==> src/rtl/uart_rf_pkg.sv <==
package uart_rf_pkg;
  localparam int NUM_REGS = 8;

  typedef enum logic [2:0] {
    OFS_DATA  = 3'd0,
    OFS_IEN   = 3'd1,
    OFS_IID   = 3'd2,
    OFS_LCTL  = 3'd3,
    OFS_MCTL  = 3'd4,
    OFS_LSTAT = 3'd5,
    OFS_MSTAT = 3'd6,
    OFS_SCR   = 3'd7
  } ofs_e;

  // channel index equals its enable bit position
  localparam int CH_RX  = 0;
  localparam int CH_TX  = 1;
  localparam int NUM_CH = 2;

  localparam int LCTL_DL_BIT    = 7;
  localparam int LSTAT_DR_BIT   = 0;
  localparam int LSTAT_THE_BIT  = 5;
  localparam int LSTAT_TEMT_BIT = 6;

  localparam logic [7:0] MCTL_LOOP   = 8'h10;
  localparam logic [7:0] MCTL_MATCH  = MCTL_LOOP | 8'h0A;
  localparam logic [7:0] MCTL_STORED = 8'h9A;
endpackage

==> src/rtl/uart_rf_decode.sv <==
module uart_rf_decode
  import uart_rf_pkg::*;
#(
  parameter int ADDR_W = 8
) (
  input  logic                req,
  input  logic                we,
  input  logic [ADDR_W-1:0]   addr,
  input  logic                dl_mode,
  output logic                bad,
  output logic [NUM_REGS-1:0] rd_sel,
  output logic [NUM_REGS-1:0] wr_sel
);
  logic       in_range;
  logic [2:0] ofs;

  assign in_range = addr < ADDR_W'(NUM_REGS);
  assign ofs      = addr[2:0];
  assign bad      = req && !in_range;

  for (genvar g = 0; g < NUM_REGS; g++) begin : g_sel
    localparam bit IS_LATCH = (g == int'(OFS_DATA)) || (g == int'(OFS_IEN));
    logic hit;
    assign hit       = req && in_range && (ofs == 3'(g)) && !(IS_LATCH && dl_mode);
    assign rd_sel[g] = hit && !we;
    assign wr_sel[g] = hit && we;
  end
endmodule

==> src/rtl/uart_rf_timer.sv <==
module uart_rf_timer #(
  parameter int DELAY = 16
) (
  input  logic clk,
  input  logic rst_n,
  input  logic arm,
  input  logic cancel,
  output logic fire
);
  localparam int CW = (DELAY < 2) ? 1 : $clog2(DELAY + 1);

  logic [CW-1:0] cnt;
  logic          run;

  assign fire = run && (cnt == CW'(1));

  always_ff @(posedge clk or negedge rst_n) begin
    if (!rst_n) begin
      run <= 1'b0;
      cnt <= '0;
    end else if (arm) begin
      run <= 1'b1;
      cnt <= CW'(DELAY);
    end else if (cancel || fire) begin
      run <= 1'b0;
      cnt <= '0;
    end else if (run) begin
      cnt <= cnt - CW'(1);
    end
  end
endmodule

==> src/rtl/uart_rf_irq.sv <==
module uart_rf_irq
  import uart_rf_pkg::*;
(
  input  logic              clk,
  input  logic              rst_n,
  input  logic [NUM_CH-1:0] fire,
  input  logic [NUM_CH-1:0] en,
  input  logic              arrive,
  input  logic              pop,
  input  logic              send,
  input  logic              ien_wr,
  input  logic [NUM_CH-1:0] ien_new,
  output logic [NUM_CH-1:0] st,
  output logic              irq
);
  logic [NUM_CH-1:0] st_d;
  logic              irq_d;

  always_comb begin
    st_d  = st;
    irq_d = irq;
    // timer expiries and arrivals post first
    for (int ch = 0; ch < NUM_CH; ch++) begin
      if (fire[ch] && en[ch]) begin
        st_d[ch] = 1'b1;
        irq_d    = 1'b1;
      end
    end
    if (arrive && en[CH_RX]) begin
      st_d[CH_RX] = 1'b1;
      irq_d       = 1'b1;
    end
    // bus side effects take precedence
    if (pop) begin
      st_d[CH_RX] = 1'b0;
      irq_d       = 1'b0;
    end
    if (send) begin
      st_d[CH_TX] = 1'b0;
      irq_d       = 1'b0;
    end
    if (ien_wr) begin
      for (int ch = 0; ch < NUM_CH; ch++) begin
        if (!ien_new[ch]) begin
          if (st_d[ch]) irq_d = 1'b0;
          st_d[ch] = 1'b0;
        end
      end
    end
  end

  always_ff @(posedge clk or negedge rst_n) begin
    if (!rst_n) begin
      st  <= '0;
      irq <= 1'b0;
    end else begin
      st  <= st_d;
      irq <= irq_d;
    end
  end
endmodule

==> src/rtl/uart_regfront.sv <==
module uart_regfront
  import uart_rf_pkg::*;
#(
  parameter int ADDR_W    = 8,
  parameter int DELAY_CYC = 16
) (
  input  logic              clk,
  input  logic              rst_n,
  input  logic              bus_req,
  input  logic              bus_we,
  input  logic [ADDR_W-1:0] bus_addr,
  input  logic [7:0]        bus_wdata,
  output logic [7:0]        bus_rdata,
  output logic              bus_err,
  input  logic              rx_valid,
  input  logic [7:0]        rx_data,
  output logic              rx_ready,
  output logic              tx_valid,
  output logic [7:0]        tx_data,
  output logic              irq
);
  logic [7:0]          ien_q, lctl_q, mctl_q;
  logic [NUM_REGS-1:0] rd_sel, wr_sel;
  logic [NUM_CH-1:0]   arm, cancel, fire, st_q;
  logic                rxv_q, chk_q, arrive, pop, send, ien_wr;

  uart_rf_decode #(.ADDR_W(ADDR_W)) u_dec (
    .req     (bus_req),
    .we      (bus_we),
    .addr    (bus_addr),
    .dl_mode (lctl_q[LCTL_DL_BIT]),
    .bad     (bus_err),
    .rd_sel  (rd_sel),
    .wr_sel  (wr_sel)
  );

  assign pop      = rd_sel[OFS_DATA];
  assign send     = wr_sel[OFS_DATA];
  assign ien_wr   = wr_sel[OFS_IEN];
  assign rx_ready = pop;
  assign tx_valid = send;
  assign tx_data  = bus_wdata;
  assign arrive   = rx_valid && !rxv_q;

  // read multiplexer
  always_comb begin
    bus_rdata = 8'h00;
    if (rd_sel[OFS_DATA])  bus_rdata = rx_valid ? rx_data : 8'h00;
    if (rd_sel[OFS_IEN])   bus_rdata = ien_q;
    if (rd_sel[OFS_IID])   bus_rdata = (st_q != '0) ? 8'h00 : 8'h01;
    if (rd_sel[OFS_LCTL])  bus_rdata = lctl_q;
    if (rd_sel[OFS_MCTL])  bus_rdata = mctl_q;
    if (rd_sel[OFS_LSTAT]) begin
      bus_rdata[LSTAT_DR_BIT]   = rx_valid;
      bus_rdata[LSTAT_THE_BIT]  = 1'b1;
      bus_rdata[LSTAT_TEMT_BIT] = 1'b1;
    end
  end

  // control registers
  always_ff @(posedge clk or negedge rst_n) begin
    if (!rst_n) begin
      ien_q  <= '0;
      lctl_q <= '0;
      mctl_q <= '0;
      rxv_q  <= 1'b0;
      chk_q  <= 1'b0;
    end else begin
      rxv_q <= rx_valid;
      chk_q <= pop;
      if (ien_wr) ien_q <= bus_wdata;
      if (wr_sel[OFS_LCTL]) lctl_q <= bus_wdata;
      if (wr_sel[OFS_MCTL] && (bus_wdata == MCTL_MATCH)) mctl_q <= MCTL_STORED;
    end
  end

  // timer control
  always_comb begin
    arm[CH_TX]    = (send && ien_q[CH_TX]) || (ien_wr && bus_wdata[CH_TX]);
    cancel[CH_TX] = ien_wr && !bus_wdata[CH_TX];
    arm[CH_RX]    = ien_wr ? (bus_wdata[CH_RX] && rx_valid)
                           : (chk_q && rx_valid && ien_q[CH_RX]);
    cancel[CH_RX] = ien_wr && !bus_wdata[CH_RX];
  end

  for (genvar ch = 0; ch < NUM_CH; ch++) begin : g_tmr
    uart_rf_timer #(.DELAY(DELAY_CYC)) u_tmr (
      .clk    (clk),
      .rst_n  (rst_n),
      .arm    (arm[ch]),
      .cancel (cancel[ch]),
      .fire   (fire[ch])
    );
  end

  uart_rf_irq u_irq (
    .clk     (clk),
    .rst_n   (rst_n),
    .fire    (fire),
    .en      (ien_q[NUM_CH-1:0]),
    .arrive  (arrive),
    .pop     (pop),
    .send    (send),
    .ien_wr  (ien_wr),
    .ien_new (bus_wdata[NUM_CH-1:0]),
    .st      (st_q),
    .irq     (irq)
  );
endmodule

==> config.mk <==
export PLATFORM = sky130hd
export DESIGN_NAME = uart_regfront
export DESIGN_NICKNAME = d
export VERILOG_FILES = /design/src/rtl/uart_rf_pkg.sv /design/src/rtl/uart_rf_decode.sv /design/src/rtl/uart_rf_timer.sv /design/src/rtl/uart_rf_irq.sv /design/src/rtl/uart_regfront.sv
export SDC_FILE = /design/constraint.sdc
export NUM_CORES = 1
export LEC_CHECK = 0
export BUFFER_PORTS_ARGS = -buffer_cell sky130_fd_sc_hd__buf_4
export CORE_MARGIN = 3
export CORE_UTILIZATION = 53
export CTS_CLUSTER_DIAMETER = 120
export DETAILED_ROUTE_END_ITERATION = 10
export HOLD_SLACK_MARGIN = 0.15
export MAX_ROUTING_LAYER = met4
export PLACE_DENSITY = 0.76
export SYNTH_ARGS = -nofsm -noshare
export SYNTH_HDL_FRONTEND = slang
export SYNTH_SLANG_ARGS = --single-unit
==> constraint.sdc <==
create_clock -name clk -period 2.5 [get_ports clk]
set_clock_uncertainty 0.1 [all_clocks]
set_input_delay 0.25 -clock clk [delete_from_list [all_inputs] [get_ports clk]]
set_output_delay 0.25 -clock clk [all_outputs]
set_load 0.005 [all_outputs]
==> summary.md <==
| Metric | Value |
|---|---|
| Final Hold Viols | 0 |
| Top-area cell type share of the netlist area | 41.01% |
| Worst IR Drop VDD | 434.2 uV |
| Reg2Reg Depth | 4 |
| Clock latency at the later pin of the worst-skew pair | 0.28 ns |
| FF-to-FF setup slack | 0.55 ns |
| Post-synthesis xor/xnor area fraction | 2.111% |
| Dpl ws | 0.4412 ns |
| Post-synth top cells | dfrtp_1 (34), nor2_1 (23), mux2_2 (16) |
| WHS Path Cells | 3 |
| Hold WS | about 0.21 ns |
| RSZ-0062 raised after global routing | false |
| DP Area | 2405 um2 |
| Fmax | between 0.4 and 0.5 GHz |
| Crit path capture type | output pin |
| Layout cell share with drive strength beyond 1 | roughly 33% |
| Slew headroom | 69.28% |
| Register share of total power | 47.0% |
| Sum Neg Setup Slack | 0 ns |
| H-tree levels | 2 |
| Clock power frac | 26.3% |
| Initial antenna violation count | 0 |
| Hpwl dp | 3655 um |
| CTS clock-pin slew for the worst setup and hold paths | 0.07 ns |
| First-pass GRT wire length | 8114 um |
| Synth warn | 0 |
| # rows | 22 |
| Die Wd | 68.57 um |
| Switching power total | 0.5046 mW |
| GRT Resource Usage Total | 24.35% |
| Dominant synthesized flop cell | dfrtp_1 |
| Antenna-violating nets left | 0 |
| Starting Density | approximately 56% |
| Maxcap violations | 0 |
| Worst hold endpoint | u_irq.st[1]$_DFF_PN0_ |
| Max Root-Sink Buffers | 2 |
| Via count | 1782 |
| Combinational power share | between 20% and 30% |
| Sequential area share after synthesis | 41.01% |
| Post-DR wirelength/cell | 16.84 um |
| Post-route core utilization | between 60% and 70% |
| Critical R2R Capture | g_tmr[0].u_tmr.cnt[1]$_DFFE_PN0P_ |
| Ys async rst share | 100.0% |
| Fill cells | 319 |
| Post-route cell area | 2586 um2 |
| Worst setup SP type | register |
| Initial DRC Count | about 160 |
| EDFF count, synth | 0 |
| Period utilisation layout | roughly 88% |
| Synth top area cells | dfrtp_1 (41%), mux2_2 (8.7%), nor2_1 (4.2%) |
| GP Congestion | 0.8285 |
| Setup-failing EPs final | 0 |
| Clock sinks | 34 |
| Vias in the first global route | 1701 |
| Cell taking the most area after synthesis | dfrtp_1 |
| Post-CTS Setup Bufs | 0 |
| Total congestion overflow | 0 |
| Post-synthesis mux area share | 9.710% |
| Leakage power | 1.186 nW |
| Mapped cell area | 2074 um2 |
| Slew Viols, Final | 0 |
| Worst Hold Class | in2reg |
| Core footprint | 3716 um2 |
| CP Data Required Time | roughly 2.2 ns |
| CTS resizes | 0 |
| Area delta synth->final | 24.67% |
| CP startpoint | lctl_q[7]$_DFFE_PN0P_ |
| Residual DRC | 0 |
| Pre-antenna DRT Iters | 4 |
| Unique masters post-synth | 52 |
| Crit Reg-Reg Startpoint | lctl_q[7]$_DFFE_PN0P_ |
| CP arrival | 1.85 ns |
| Detailed Route WL | 5087 um |
| Internal cell power | 1.087 mW |
| Syn_nets | 237 |
| Largest net degree at the start of global routing | 35 |
| Seq cells post-synth | 34 |
| PortBufs | 48 |
| Crit Path Class | reg2out |
| Critical path peak fanout | 8 |
| Adder-cell share of the synthesized area | 2.413% |
| Post-CTS Hold Fix Bufs | 9 |
| Die area | 4701 um2 |
| Worst hold path startpoint | bus_wdata[1] |
| Most instantiated library cell after synthesis | dfrtp_1 |
| Minimum clock period | approximately 2.2 ns |
| Syn avg cell area | 10.17 um2 |
| Ports | 49 |
| DIE HEIGHT | 68.57 um |
| Simple-gate area share of the yosys netlist | 20.87% |
| Status | finished clean |
| Mapped Cells | 204 |
| Number of CTS-inserted buffers | 5 |
| Sw frac | 31.71% |
| Worst Tran Pin Value | between 0.4 and 0.5 ns |
| CTS tree | yes |
| Main combinational cell family by area after synthesis | simple AND/OR/NAND/NOR gates |
| Ant. Diodes | 0 |
| Fin nets | 286 |
| Final worst slack | 0.3013 ns |
| Synth Area in Compound Gates | 17.01% |
| Via/cell ratio | a little under 6 |
| Root Buffer Master | clkbuf_8 |
| P per Cell Area | 615.2 nW/um2 |
## flip-flops by register name, summed over array words and instances (netlist names)
signal           count
lctl_q               8
u_irq.st             2
g_tmr.u_tmr.cnt     10
mctl_q               1
u_irq.irq            1
chk_q                1
ien_q                8
g_tmr.u_tmr.run      2
rxv_q                1
## layer usage
layer  routed length, um  GRT usage (%)  vias up
met4                  68          10.17        0
li1                    -              -      842
met2                2420          36.35       74
met3                 436          4.214        6
met1                2161          32.68      860
met5                   0              -        -
## area by class of cell
| cell class | instances | area (um2) | area share, % |
|---|---|---|---|
| Clock inverter | 1 | 5.005 | 0.1935 |
| Tap cell | 48 | 60.06 | 2.322 |
| Inverter | 12 | 45.04 | 1.742 |
| Multi-Input combinational cell | 142 | 1081 | 41.80 |
| Sequential cell | 34 | 850.8 | 32.90 |
| Clock buffer | 7 | 86.33 | 3.338 |
| Timing Repair Buffer | 58 | 457.9 | 17.71 |
## critical path, stage by stage (launching register included)
cell and delay (ns):
dfrtp_1 0.48, nor2_1 0.16, nand2_1 0.22, nor3_4 0.39, o2bb2ai_1 0.18, buf_4 0.14
## power by group through the flow
stage / Sequential [mW] / Combinational [mW] / Clock [mW]
after detailed placement: 0.757 / 0.412 / 0
after CTS: 0.748 / 0.428 / 0.430
after floorplan: 0.719 / 0.320 / 0
final: 0.748 / 0.424 / 0.419
after global routing: 0.764 / 0.496 / 0.455
after global placement: 0.756 / 0.403 / 0
## through the flow
stage               total power, mW  std cells
floorplan                     1.039        204
CTS                           1.606        302
global route                  1.715        302
finish                        1.591        302
detailed placement            1.169        285
global placement              1.158        285
## cell usage in the layout (no fill, tap or decap), types with 2 or more instances in the layout
cell and count:
a21boi_0 2, a221oi_1 3, nor3_1 4, nand3_1 3, dlygate4sd3_1 9, nor2_1 23, o21ai_0 5, ha_1 4
nor2b_1 3, buf_4 49, a31oi_1 4, o31ai_1 2, dfrtp_1 34, nand3b_1 3, xnor2_1 4, mux2_2 16
nand4b_1 3, a21oi_1 4, a32o_1 3, inv_1 12, nor3b_1 2, and3b_1 2, and3_1 3, clkbuf_8 6
o2bb2ai_1 4, nor4b_1 2, nand2_1 15, a41oi_1 2, o22a_1 2
## how the worst max path moves through the flow
stage,end,slack [ns]
after floorplan,ien_q[0]$_DFFE_PN0N_,0.71
after global placement,bus_rdata[1],0.51
after detailed placement,lctl_q[5]$_DFFE_PN0P_,0.44
after CTS,bus_rdata[1],0.30
after global routing,bus_rdata[1],0.18
final,bus_rdata[1],0.30
## cells by family after synthesis
group | Yosys count
DFF | 34
muxes | 18
AOI/OAI and AO/OA | 44
and+or+nand+nor | 71
adders and majority gates | 4
xor gates and xnor gates | 5
buffers and inverters | 28
Power figures use the tool's default switching activity.
